File: src/rtl/cps_pkg.sv
package cps_pkg;

  // Parabolic coefficient with FRAC fractional bits
  function automatic int tap_coef(input int k, input int taps, input int peak, input int frac);
    longint num;
    num = longint'(peak) * (longint'(1) << frac) * 4 * longint'(k + 1) * longint'(taps - k);
    return int'(num / (longint'(taps + 1) * longint'(taps + 1)));
  endfunction

  // Round half up at FRAC, then clamp to OUT_W signed
  function automatic int round_sat(input int acc, input int frac, input int out_w);
    int r;
    int hi;
    int lo;
    r  = (frac > 0) ? ((acc + (1 <<< (frac - 1))) >>> frac) : acc;
    hi = (1 <<< (out_w - 1)) - 1;
    lo = -(1 <<< (out_w - 1));
    if (r > hi) r = hi;
    if (r < lo) r = lo;
    return r;
  endfunction

  // One table word: newest chip (MSB) uses segment 0; chip 0 -> +1, 1 -> -1
  function automatic int shaped_word(input int pat, input int ph, input int win, input int sps,
                                     input int peak, input int frac, input int out_w);
    int acc;
    int c;
    acc = 0;
    for (int j = 0; j < win; j++) begin
      c = tap_coef(j * sps + ph, win * sps, peak, frac);
      if (((pat >> (win - 1 - j)) & 1) != 0) acc = acc - c;
      else acc = acc + c;
    end
    return round_sat(acc, frac, out_w);
  endfunction

endpackage

File: src/rtl/chip_window.sv
module chip_window #(
  parameter int WIN = 3
) (
  input  logic           clk,
  input  logic           rst_n,
  input  logic           accept,
  input  logic           chip_in,
  output logic [WIN-1:0] win_q
);

  always_ff @(posedge clk) begin
    if (!rst_n) win_q <= '0;
    else if (accept) win_q <= {chip_in, win_q[WIN-1:1]};
  end

  AST_WIN_HOLD: assert property (@(posedge clk) disable iff (!rst_n)
    !accept |=> $stable(win_q));

  AST_WIN_NEWEST: assert property (@(posedge clk) disable iff (!rst_n)
    accept |=> win_q[WIN-1] == $past(chip_in));

endmodule

File: src/rtl/burst_sequencer.sv
module burst_sequencer #(
  parameter int SPS  = 18,
  localparam int PH_W = $clog2(SPS)
) (
  input  logic            clk,
  input  logic            rst_n,
  input  logic            chip_valid,
  output logic            chip_ready,
  output logic            accept,
  output logic            busy,
  output logic            last_phase,
  output logic [PH_W-1:0] phase
);

  localparam logic [PH_W-1:0] LAST = PH_W'(SPS - 1);

  assign last_phase = busy && (phase == LAST);
  assign chip_ready = !busy || last_phase;
  assign accept     = chip_valid && chip_ready;

  always_ff @(posedge clk) begin
    if (!rst_n) begin
      busy  <= 1'b0;
      phase <= '0;
    end else if (accept) begin
      busy  <= 1'b1;
      phase <= '0;
    end else if (last_phase) begin
      busy  <= 1'b0;
      phase <= '0;
    end else if (busy) begin
      phase <= phase + PH_W'(1);
    end
  end

  AST_PHASE_ADVANCE: assert property (@(posedge clk) disable iff (!rst_n)
    (busy && !last_phase) |=> (busy && phase == $past(phase) + PH_W'(1)));

  AST_IDLE_HOLDS: assert property (@(posedge clk) disable iff (!rst_n)
    (!busy && !chip_valid) |=> !busy);

  AST_NO_REPEAT: assert property (@(posedge clk) disable iff (!rst_n)
    (last_phase && !chip_valid) |=> !busy);

  AST_NO_GAP: assert property (@(posedge clk) disable iff (!rst_n)
    (last_phase && chip_valid) |=> (busy && phase == '0));

  AST_PHASE_RANGE: assert property (@(posedge clk) disable iff (!rst_n)
    phase <= LAST);

endmodule

File: src/rtl/shape_lut.sv
module shape_lut
  import cps_pkg::*;
#(
  parameter int WIN   = 3,
  parameter int SPS   = 18,
  parameter int OUT_W = 14,
  parameter int PEAK  = 3000,
  parameter int FRAC  = 4,
  localparam int PH_W  = $clog2(SPS),
  localparam int NPAT  = 1 << WIN,
  localparam int DEPTH = NPAT * SPS,
  localparam int IDX_W = $clog2(DEPTH)
) (
  input  logic [WIN-1:0]   win_q,
  input  logic [PH_W-1:0]  phase,
  output logic [OUT_W-1:0] word
);

  logic [OUT_W-1:0] rom [DEPTH];
  logic [IDX_W-1:0] idx;

  for (genvar p = 0; p < NPAT; p++) begin : g_pat
    for (genvar s = 0; s < SPS; s++) begin : g_ph
      assign rom[p*SPS + s] = OUT_W'(shaped_word(p, s, WIN, SPS, PEAK, FRAC, OUT_W));
    end
  end

  assign idx  = IDX_W'(win_q) * IDX_W'(SPS) + IDX_W'(phase);
  assign word = rom[idx];

endmodule

File: src/rtl/chip_shaper.sv
module chip_shaper #(
  parameter int WIN   = 3,
  parameter int SPS   = 18,
  parameter int OUT_W = 14,
  parameter int PEAK  = 3000,
  parameter int FRAC  = 4
) (
  input  logic             clk,
  input  logic             rst_n,
  input  logic             chip_valid,
  input  logic             chip_in,
  output logic             chip_ready,
  output logic             out_valid,
  output logic [OUT_W-1:0] out_word
);

  localparam int PH_W = $clog2(SPS);

  logic            accept;
  logic            busy;
  logic            last_phase;
  logic [PH_W-1:0] phase;
  logic [WIN-1:0]  win_q;

  burst_sequencer #(.SPS(SPS)) u_seq (
    .clk, .rst_n, .chip_valid, .chip_ready, .accept, .busy, .last_phase, .phase
  );

  chip_window #(.WIN(WIN)) u_win (
    .clk, .rst_n, .accept, .chip_in, .win_q
  );

  shape_lut #(.WIN(WIN), .SPS(SPS), .OUT_W(OUT_W), .PEAK(PEAK), .FRAC(FRAC)) u_lut (
    .win_q, .phase, .word(out_word)
  );

  assign out_valid = busy;

  AST_PATTERN_STEADY: assert property (@(posedge clk) disable iff (!rst_n)
    (busy && !last_phase) |=> $stable(win_q));

  AST_READY_IN_BURST: assert property (@(posedge clk) disable iff (!rst_n)
    (busy && chip_ready) |-> (phase == PH_W'(SPS - 1)));

  AST_RESET_STATE: assert property (@(posedge clk)
    !rst_n |=> (!out_valid && chip_ready && win_q == '0));

endmodule

File: config.mk
export PLATFORM = sky130hd
export DESIGN_NAME = chip_shaper
export DESIGN_NICKNAME = d
export VERILOG_FILES = /design/src/rtl/cps_pkg.sv /design/src/rtl/chip_window.sv /design/src/rtl/burst_sequencer.sv /design/src/rtl/shape_lut.sv /design/src/rtl/chip_shaper.sv
export SDC_FILE = /design/constraint.sdc
export NUM_CORES = 1
export LEC_CHECK = 0
export BUFFER_PORTS_ARGS = -buffer_cell sky130_fd_sc_hd__buf_4
export CORE_MARGIN = 3
export CORE_UTILIZATION = 51
export CTS_CLUSTER_SIZE = 14
export DETAILED_ROUTE_END_ITERATION = 10
export GPL_ROUTABILITY_DRIVEN = 0
export PLACE_DENSITY_LB_ADDON = 0.1
export SYNTH_ARGS = -nofsm -noshare
export SYNTH_HDL_FRONTEND = slang
export SYNTH_SLANG_ARGS = --single-unit
File: constraint.sdc
create_clock -name clk -period 3.9 [get_ports clk]
set_input_delay 0 -clock clk [delete_from_list [all_inputs] [get_ports clk]]
set_output_delay 0 -clock clk [all_outputs]
set_load 0.05 [all_outputs]
==> results.cfg <==
[route]
detail_route.drc_violations = 0
detailedRoute.firstIterationViolations = 1066
drt-pass1-iter-count = 8
final_antenna_net_count = 0
wl_mm = 12.56
wl_per_cell_um = 22.08
vias = 4264
route.detailed.vias_per_inst = 7.494

[global_route]
first_global_vias = 3904
largest_net_degree_at_the_start_of_global_routing = 38
grt_antenna_before_repair = 0
grt_overflow = 0
globalRouteTotalUtil_pct = 33.73
first_pass_grt_wire_length_mm = 19.98

[job]
drv.max_cap_violation_count = 0

[critical_path]
critical_path_required_ns = 3.90
worstSetupEndpointType = output pin
worstSetupStartpointType = flop
worstSetupPathType = flop to output pin
maximum_net_fanout_on_the_critical_path = 32
arrival_ns = 3.58

[synthesis]
synth_top_area_share_pct = 8.645
leading_cell_types_by_total_area_after_synthesis = sky130_fd_sc_hd__nand2_1 8.6%, sky130_fd_sc_hd__ha_1 8.6%, sky130_fd_sc_hd__o21ai_0 6.7%
synth-seq-cells = 9
synth_warn = 0
syn-instance-count = 504
synth.net_count = 531
synth_area_leader_cell = sky130_fd_sc_hd__nand2_1
synth_sequential_area_ratio_pct = 5.607
synth_async_sr_flop_share_pct = 0
syn_area_um2 = 3213
postSynthAreaPerCell_um2 = 6.375
ys_dominant_reg_cell = sky130_fd_sc_hd__dfxtp_1
synth_enable_flop_cells = 0
synth.distinct_cells = 59

[outcome]
run_status = finished, final reports clean

[clock_tree]
cts-root-to-sink-buffers = 2
clk_latency_ns = 0.24
tritoncts_buffer_count = 3
cts.hold.buffers_added = 0
number_of_buffers_inserted_by_post_cts_setup_repair = 0
clkTransAtPathRegs_ns = 0.04
cts_sinks = 9
h-tree-depth = 1
cts_repair_resize_count = 0
tritoncts = done
cts_root_buf = sky130_fd_sc_hd__clkbuf_8

[floorplanning]
floorplan.core_area_um2 = 6026
chipHeight_um = 85.38
die-width_um = 85.38
die_area_um2 = 7289
std_cell_rows = 28
pin_count = 20
initial_utilization_pct = 53.32

[timing]
slew_at_the_pin_with_the_worst_max_slew_slack_ns = 0.6886
layout_worst_path_cycle_share_pct = 91.83
final_period_minus_worst_setup_slack_ns = 3.581
hold_violations = 0
maxSlewHeadroom_pct = 53.70
maxClockFrequency_mhz = 279.2
fin_worst_skew_ns = 0.002011
final_count_of_negative_setup_slack_endpoints = 0
fin_setup_tns_ns = 0
rsz0062_at_grt = false
maxSlewViolCount = 0

[finish]
num_antenna_cells = 0
most-common-layout-cells = 74 x sky130_fd_sc_hd__nand2_1, 47 x sky130_fd_sc_hd__nor2_1, 43 x sky130_fd_sc_hd__o21ai_0
synthToLayoutAreaGrowth_pct = 8.177
postLayoutCellArea_um2 = 3476
finish.net_count = 522
drive_gt1_share_pct = 12.35
mostFrequentLayoutCell = sky130_fd_sc_hd__nand2_1

[min_path]
holdCritPathClass = primary input to flop

[power_and_ir_drop]
leakagePower_nw = 1.264
switching_share_of_power_pct = 52.62
internal_power_uw = 311.5
power_density_nw_per_um2 = 189.2
net-switching-power_uw = 346.0
vdd_drop_max_mv = 0.1798
clock_power_share_pct = 16.9
share_seq_of_total_power_pct = 15.3
comb_power_share_pct = 67.8

[placed_design]
dpl-instance-area_um2 = 3431
dp_hpwl_mm = 8.532
io_buffer_count = 19
[cell type report]
| class | instances | area [um2] |
|---|---|---|
| fill | 617 | 2550 |
| clock buffer | 4 | 45.04 |
| timing repair buffer | 41 | 332.8 |
| sequential | 9 | 180.2 |
| multi-input combinational | 431 | 2790 |
| inverter | 9 | 33.78 |
| tap | 75 | 93.84 |
[state kept, by name, indices dropped and copies added, names as in the netlist]
register,flops
u_seq.busy,1
u_seq.phase,5
u_win.win_q,3
[critical path: stages (launching register included)]
cell                       delay (ns)
sky130_fd_sc_hd__dfxtp_1         0.35
sky130_fd_sc_hd__ha_1            0.25
sky130_fd_sc_hd__fa_2            0.46
sky130_fd_sc_hd__xnor2_2         0.25
sky130_fd_sc_hd__buf_4           0.38
sky130_fd_sc_hd__buf_4           0.30
sky130_fd_sc_hd__nor2_1          0.12
sky130_fd_sc_hd__o311ai_0        0.50
sky130_fd_sc_hd__nand3_1         0.14
sky130_fd_sc_hd__a311oi_1        0.31
sky130_fd_sc_hd__buf_4           0.25
[power by group through the flow]
stage	sequential [mW]	clock, mW	combinational [mW]
6_report	0.100	0.111	0.446
5_1_grt	0.101	0.117	0.468
4_1_cts	0.100	0.115	0.428
3_5_place_dp	0.102	0	0.427
3_3_place_gp	0.102	0	0.427
2_1_floorplan	0.103	0	0.309
[kinds of logic after synthesis]
group,synth area share [%]
flip-flops,5.607
multiplexers,4.050
adder cells (fa/ha/maj),9.190
XOR/XNOR,5.101
buffers and inverters,8.645
AO/OA/AOI/OAI,42.76
AND/OR/NAND/NOR,24.65
[cells in the mapped netlist, drive strengths merged (4+ instances only)]
library cell / instances
nand2: 75
o21ai: 48
nor2: 47
a21oi: 40
buf: 29
clkbuf: 26
ha: 22
nand3: 22
o211ai: 22
a211oi: 19
nor3: 12
a311oi: 10
a31oi: 10
dfxtp: 9
inv: 8
xnor2: 8
o22ai: 7
o31ai: 7
a21boi: 6
and3: 6
xor2: 6
o311ai: 5
a221o: 4
a221oi: 4
mux2i: 4
mux4: 4
o21a: 4
o221ai: 4
[worst paths after layout]
kind                       start             end  slack, ns  cells past startpoint
setup / recovery  u_seq.phase[1]     out_word[2]       0.32                     10
setup reg to reg  u_seq.phase[0]  u_seq.phase[1]       1.83                      7
hold reg to reg   u_win.win_q[0]  u_win.win_q[0]       0.51                      2
hold / removal           chip_in  u_win.win_q[2]       0.04                      3
[per-stage QoR]
step	hold slack (ns)	std cells	power (mW)	setup WS (ns)	utilization [%]
finish	0.04473	569	0.6576	0.3186	57.68
global placement	0.2839	565	0.5281	0.6831	56.94
CTS	0.04169	569	0.6438	0.4078	57.68
floorplan	0.1388	504	0.4119	0.07933	-
global route	0.05246	569	0.6860	0.07793	57.68
detailed placement	0.2974	565	0.5289	0.6753	56.94
[per-layer routing]
layer,wire length [um],global-route usage [%]
met5,0,0
met4,1100,21.44
met3,1893,5.922
met2,5055,51.98
met1,4515,43.17
Power figures use the tool's default switching activity.
